`config.mk`:
```
export PLATFORM = sky130hd
export DESIGN_NAME = tx_stagger_seq
export DESIGN_NICKNAME = d
export VERILOG_FILES = /design/src/rtl/tx_stagger_pkg.sv /design/src/rtl/tx_stagger_dp.sv /design/src/rtl/tx_stagger_ctrl.sv /design/src/rtl/tx_stagger_seq.sv
export SDC_FILE = /design/constraint.sdc
export NUM_CORES = 1
export LEC_CHECK = 0
export CORE_ASPECT_RATIO = 1.5
export CORE_MARGIN = 2
export CORE_UTILIZATION = 49
export CTS_BUF_LIST = sky130_fd_sc_hd__clkbuf_4 sky130_fd_sc_hd__clkbuf_8
export DETAILED_ROUTE_END_ITERATION = 6
export PLACE_DENSITY = 0.76
export SLEW_MARGIN = 20
export SYNTH_ARGS = -nofsm -noshare
export SYNTH_HDL_FRONTEND = slang
export SYNTH_SLANG_ARGS = --single-unit
```
`constraint.sdc`:
```
create_clock -name clk -period 2.67 [get_ports clk]
set_clock_uncertainty 0.1 [all_clocks]
set_input_delay 0.267 -clock clk [delete_from_list [all_inputs] [get_ports clk]]
set_output_delay 0.267 -clock clk [all_outputs]
set_load 0.02 [all_outputs]
```
`src/rtl/tx_stagger_pkg.sv`:
```
package tx_stagger_pkg;

  typedef enum logic [1:0] {
    SEQ_IDLE = 2'd0,
    SEQ_GAP1 = 2'd1,
    SEQ_GAP2 = 2'd2,
    SEQ_HOLD = 2'd3
  } seqState_t;

  // Strobes from control to datapath
  typedef struct packed {
    logic capture;    // latch gap fields and range bit
    logic armGap;     // restart prescaler and load a gap count
    logic useSecond;  // armGap loads the second gap instead of the first
    logic count;      // advance the gap timer this cycle
  } seqCmd_t;

endpackage

```
`src/rtl/tx_stagger_dp.sv`:
```
module tx_stagger_dp
  import tx_stagger_pkg::*;
#(
  parameter int GAP_W     = 4,
  parameter int STEP_FAST = 20,
  parameter int STEP_SLOW = 40
) (
  input  logic             clk,
  input  logic             rstN,
  input  logic [GAP_W-1:0] gapFirst,
  input  logic [GAP_W-1:0] gapSecond,
  input  logic             slowRange,
  input  seqCmd_t          cmd,
  output logic             gapDone
);

  localparam int STEP_MAX = (STEP_SLOW > STEP_FAST) ? STEP_SLOW : STEP_FAST;
  localparam int PRE_W    = $clog2(STEP_MAX);
  localparam logic [PRE_W-1:0] FAST_LAST = PRE_W'(STEP_FAST - 1);
  localparam logic [PRE_W-1:0] SLOW_LAST = PRE_W'(STEP_SLOW - 1);

  logic [GAP_W-1:0] gap1Q, gap2Q;
  logic             slowQ;
  logic [PRE_W-1:0] prescQ;
  logic [GAP_W-1:0] stepsLeftQ;
  logic [PRE_W-1:0] stepLast;
  logic             stepWrap;
  logic [GAP_W-1:0] armValue;

  assign stepLast = slowQ ? SLOW_LAST : FAST_LAST;
  assign stepWrap = (prescQ == stepLast);
  assign gapDone  = (stepsLeftQ == '0) ||
                    ((stepsLeftQ == GAP_W'(1)) && stepWrap);

  // At the start edge the captured copy is not loaded yet, so use the input
  always_comb begin
    if (cmd.useSecond)    armValue = gap2Q;
    else if (cmd.capture) armValue = gapFirst;
    else                  armValue = gap1Q;
  end

  always_ff @(posedge clk or negedge rstN) begin
    if (!rstN) begin
      gap1Q <= '0;
      gap2Q <= '0;
      slowQ <= 1'b0;
    end else if (cmd.capture) begin
      gap1Q <= gapFirst;
      gap2Q <= gapSecond;
      slowQ <= slowRange;
    end
  end

  always_ff @(posedge clk or negedge rstN) begin
    if (!rstN) begin
      prescQ     <= '0;
      stepsLeftQ <= '0;
    end else if (cmd.armGap) begin
      prescQ     <= '0;
      stepsLeftQ <= armValue;
    end else if (cmd.count && (stepsLeftQ != '0)) begin
      if (stepWrap) begin
        prescQ <= '0;
        if (stepsLeftQ > GAP_W'(1)) stepsLeftQ <= stepsLeftQ - GAP_W'(1);
      end else begin
        prescQ <= prescQ + PRE_W'(1);
      end
    end
  end

  // Prescaler never passes the selected step length
  assert_presc_bound_R4: assert property (@(posedge clk) disable iff (!rstN)
    prescQ <= stepLast);

  // Without a new arm the remaining step count never grows
  assert_steps_monotone_R3: assert property (@(posedge clk) disable iff (!rstN)
    !cmd.armGap |=> stepsLeftQ <= $past(stepsLeftQ));

  // Captured settings are held while no sequence starts
  assert_capture_hold_R8: assert property (@(posedge clk) disable iff (!rstN)
    !cmd.capture |=> ($stable(gap1Q) && $stable(gap2Q) && $stable(slowQ)));

endmodule

```
`src/rtl/tx_stagger_ctrl.sv`:
```
module tx_stagger_ctrl
  import tx_stagger_pkg::*;
(
  input  logic    clk,
  input  logic    rstN,
  input  logic    txReq,
  input  logic    gapDone,
  output seqCmd_t cmd,
  output logic    enCmd,
  output logic    enAmp,
  output logic    enFinal
);

  seqState_t stateQ, stateNext;

  always_comb begin
    stateNext = stateQ;
    cmd       = '0;
    if (!txReq) begin
      stateNext = SEQ_IDLE;
    end else begin
      unique case (stateQ)
        SEQ_IDLE: begin
          cmd.capture = 1'b1;
          cmd.armGap  = 1'b1;
          stateNext   = SEQ_GAP1;
        end
        SEQ_GAP1: begin
          if (gapDone) begin
            cmd.armGap    = 1'b1;
            cmd.useSecond = 1'b1;
            stateNext     = SEQ_GAP2;
          end else begin
            cmd.count = 1'b1;
          end
        end
        SEQ_GAP2: begin
          if (gapDone) stateNext = SEQ_HOLD;
          else         cmd.count = 1'b1;
        end
        SEQ_HOLD: stateNext = SEQ_HOLD;
        default:  stateNext = SEQ_IDLE;
      endcase
    end
  end

  always_ff @(posedge clk or negedge rstN) begin
    if (!rstN) stateQ <= SEQ_IDLE;
    else       stateQ <= stateNext;
  end

  assign enCmd   = (stateQ != SEQ_IDLE);
  assign enAmp   = (stateQ == SEQ_GAP2) || (stateQ == SEQ_HOLD);
  assign enFinal = (stateQ == SEQ_HOLD);

  assert_start_R2: assert property (@(posedge clk) disable iff (!rstN)
    (txReq && !enCmd) |=> (enCmd && !enAmp && !enFinal));

  assert_release_R7: assert property (@(posedge clk) disable iff (!rstN)
    !txReq |=> (!enCmd && !enAmp && !enFinal));

  assert_order_R9: assert property (@(posedge clk) disable iff (!rstN)
    (!enFinal || enAmp) && (!enAmp || enCmd));

  assert_hold_R9: assert property (@(posedge clk) disable iff (!rstN)
    (txReq && enAmp) |=> enAmp);

  assert_one_stage_R6: assert property (@(posedge clk) disable iff (!rstN)
    $rose(enFinal) |-> $past(enAmp));

endmodule

```
`src/rtl/tx_stagger_seq.sv`:
```
module tx_stagger_seq
  import tx_stagger_pkg::*;
#(
  parameter int GAP_W     = 4,
  parameter int STEP_FAST = 20,
  parameter int STEP_SLOW = 40
) (
  input  logic             clk,
  input  logic             rstN,
  input  logic             txReq,
  input  logic [GAP_W-1:0] gapFirst,
  input  logic [GAP_W-1:0] gapSecond,
  input  logic             slowRange,
  output logic             enCmd,
  output logic             enAmp,
  output logic             enFinal
);

  seqCmd_t seqCmd;
  logic    gapDone;

  tx_stagger_ctrl u_ctrl (
    .clk     (clk),
    .rstN    (rstN),
    .txReq   (txReq),
    .gapDone (gapDone),
    .cmd     (seqCmd),
    .enCmd   (enCmd),
    .enAmp   (enAmp),
    .enFinal (enFinal)
  );

  tx_stagger_dp #(
    .GAP_W     (GAP_W),
    .STEP_FAST (STEP_FAST),
    .STEP_SLOW (STEP_SLOW)
  ) u_dp (
    .clk       (clk),
    .rstN      (rstN),
    .gapFirst  (gapFirst),
    .gapSecond (gapSecond),
    .slowRange (slowRange),
    .cmd       (seqCmd),
    .gapDone   (gapDone)
  );

endmodule

```
==> results.ini <==
[place]
dpl_cell_area_um2 = 1320
pre_cts_slack_ns = 0.627
io_buffers = 14
dp_hpwl_um = 1840
gp_congestion = 0.815

[setup_path]
arrival_ns = 1.83
rrSetupSlack_ns = 0.60
worstPathRequired_ns = 2.30
cp-end-kind = output port
crit_path_start_kind = flop
rr_worst_depth = 6
crit_type = reg2out
r2r-end = u_dp.prescQ[3]$_DFFE_PN0P_
regToRegStartpoint = u_ctrl.stateQ[1]$_DFFE_PN0P_
critPathMaxFanout = 5

[timing]
max_freq_mhz = 455
hold_slack_ns = 0.313
setup_viol = 0
rsz0062_at_grt = false
tns_ns = 0
period_minus_slack_ns = 2.20
slew_violations = 0
hold_viol = 0
setup_ws_ns = 0.470
worst_slew_pin_slew_ns = 0.761
fin_crit_sh = 0.824
max_slew_margin = 0.491

[cells_and_area]
mostFrequentLayoutCell = dfrtp_1
diodes = 0
utilization = 0.599
final_area_um2 = 1350
drive_gt1_frac = 0.183
synthToLayoutAreaGrowth_pct = 14.6
nNetsFinal = 154
final_cell_mix = 17 x dfrtp_1, 14 x clkdlybuf4s50_1, 10 x ha_1

[global_route]
grt_antenna_before_repair = 0
busiest_layer = met2
overflow = 0
met2_usage = 0.307
use_met3 = 0.0169
grt_pass1_vias = 930
grt_pass1_wl_um = 4130
grt_max_degree = 18
grt_util_all_layers = 0.189
met1_usage = 0.248

[clock_network]
post_cts_buffers = 0
cts_resized = 0
cts_max_level = 1
numCtsBuffers = 3
cts_tree = yes
hold_buffers = 0
clock_tree.buffer_depth = 2
path_clk_slew_ns = 0.10
clk_latency_ns = 0.29
clock-sinks = 17
cts_root_buffer = clkbuf_4

[outcome]
status = completed

[flow_run]
maxCapViolCount = 0

[die]
rows = 21
core_um2 = 2260
die-width_um = 44.1
start_util = 0.523
fp.dieH_um = 64.1
fp.dieArea_um2 = 2830
io_pins = 15

[power_and_ir_drop]
leakagePower_nw = 0.592
ir_drop_uv = 620
p_switching_mw = 0.509
p_sw_frac = 0.408
p_int_mw = 0.737
power.density_nw_per_um2 = 920
comb_power_share = 0.522
seqPwrFrac = 0.357
pwr-share-clk = 0.121

[route]
drt-vias-per-instance = 6.15
wl_um = 2350
wl_per_cell_um = 15.3
drt_pass1_iterations = 4
dr_total_vias = 947
drc = 0
drtAntennaViolNets = 0
drt-initial-drc-count = 21

[synthesis]
netlist_instances = 115
synth_cell_types = 45
synth_top_area_frac = 0.360
yosys.area.top_type = dfrtp_1
yosysWarnings = 0
synth_edf_count = 0
async_reset_ff_frac = 1.00
synthTopCellsByArea = dfrtp_1 36%, ha_1 11%, mux2_2 4.8%
yosysSeqAreaShare = 0.360
ys_seq_elements = 17
synth_nets = 137
synth_area_per_cell_um2 = 10.3
syn_area_um2 = 1180
yosys_most_used_dff = dfrtp_1

[hold_path]
hold_class = in2async

## power by group through the flow
stage / Clock (mW) / Sequential [mW] / Combinational (mW)
after floorplan: 0 / 0.421 / 0.520
after global placement: 0 / 0.444 / 0.629
after detailed placement: 0 / 0.450 / 0.652
after CTS: 0.152 / 0.444 / 0.655
after global routing: 0.161 / 0.460 / 0.724
final: 0.151 / 0.445 / 0.650
## sequential cells by signal, summed over array words and instances (netlist names)
name / flops
u_dp.prescQ: 6
u_dp.gap2Q: 4
u_dp.stepsLeftQ: 4
u_ctrl.stateQ: 2
u_dp.slowQ: 1
## cell type report
type	instances	area, µm²
Multi-Input combinational cell	87	688
Inverter	7	26.3
Timing Repair Buffer	16	155
Sequential cell	17	425
Clock buffer	4	30.0
Fill cell	195	906
Tap cell	23	28.8
## worst max-delay path, stage by stage (launching register included)
cell and delay (ns):
dfrtp_1 0.43, inv_1 0.10, ha_1 0.21, or2_2 0.26
clkdlybuf4s50_1 0.53
## cell families (layout without fill, tap and decap cells)
| family | after synthesis | in the layout | synth area share |
|---|---|---|---|
| mux | 7 | 7 | 0.0646 |
| compound gates | 28 | 28 | 0.200 |
| buf+inv | 11 | 27 | 0.0572 |
| simple gates | 41 | 41 | 0.204 |
| fa+ha+maj | 10 | 10 | 0.106 |
| flops | 17 | 17 | 0.360 |
| xor+xnor | 1 | 1 | 0.00742 |
## cells in the mapped netlist, types with 2 or more instances
cell and instances:
inv_1 6, mux2_2 5, ha_1 10, mux2i_1 2, o221ai_1 2, o221ai_2 2, a2bb2oi_1 2, o211a_1 2
nor2_1 4, nand2_1 8, dfrtp_1 17, nand3_1 5, a31oi_1 4, buf_6 2, and2_1 3, nor3_1 2
or3_1 2, a21oi_1 6, o21ai_0 3, and3_1 3
## metal layers
metal	wire [µm]	vias up
met3	76	8
li1	-	458
met5	0	-
met4	68	0
met2	1260	29
met1	947	452
## metrics by stage
| stage | total power, mW | instances |
|---|---|---|
| after global placement | 1.07 | 150 |
| after CTS | 1.25 | 154 |
| final | 1.25 | 154 |
| after global routing | 1.34 | 154 |
| after detailed placement | 1.10 | 150 |
| after floorplan | 0.942 | 115 |
## how the worst max path moves through the flow
stage,start,to,slack (ns),depth (start not counted)
2_1_floorplan,u_ctrl.stateQ[1]$_DFFE_PN0P_,u_dp.prescQ[3]$_DFFE_PN0P_,0.75,8
3_3_place_gp,u_dp.prescQ[2]$_DFFE_PN0P_,u_dp.stepsLeftQ[0]$_DFFE_PN0P_,0.69,5
3_5_place_dp,u_dp.prescQ[2]$_DFFE_PN0P_,u_dp.stepsLeftQ[0]$_DFFE_PN0P_,0.63,5
4_1_cts,u_ctrl.stateQ[0]$_DFFE_PN0P_,enAmp,0.46,4
5_1_grt,u_ctrl.stateQ[0]$_DFFE_PN0P_,enAmp,0.39,4
6_report,u_ctrl.stateQ[0]$_DFFE_PN0P_,enAmp,0.47,4
Power figures use the tool's default switching activity.
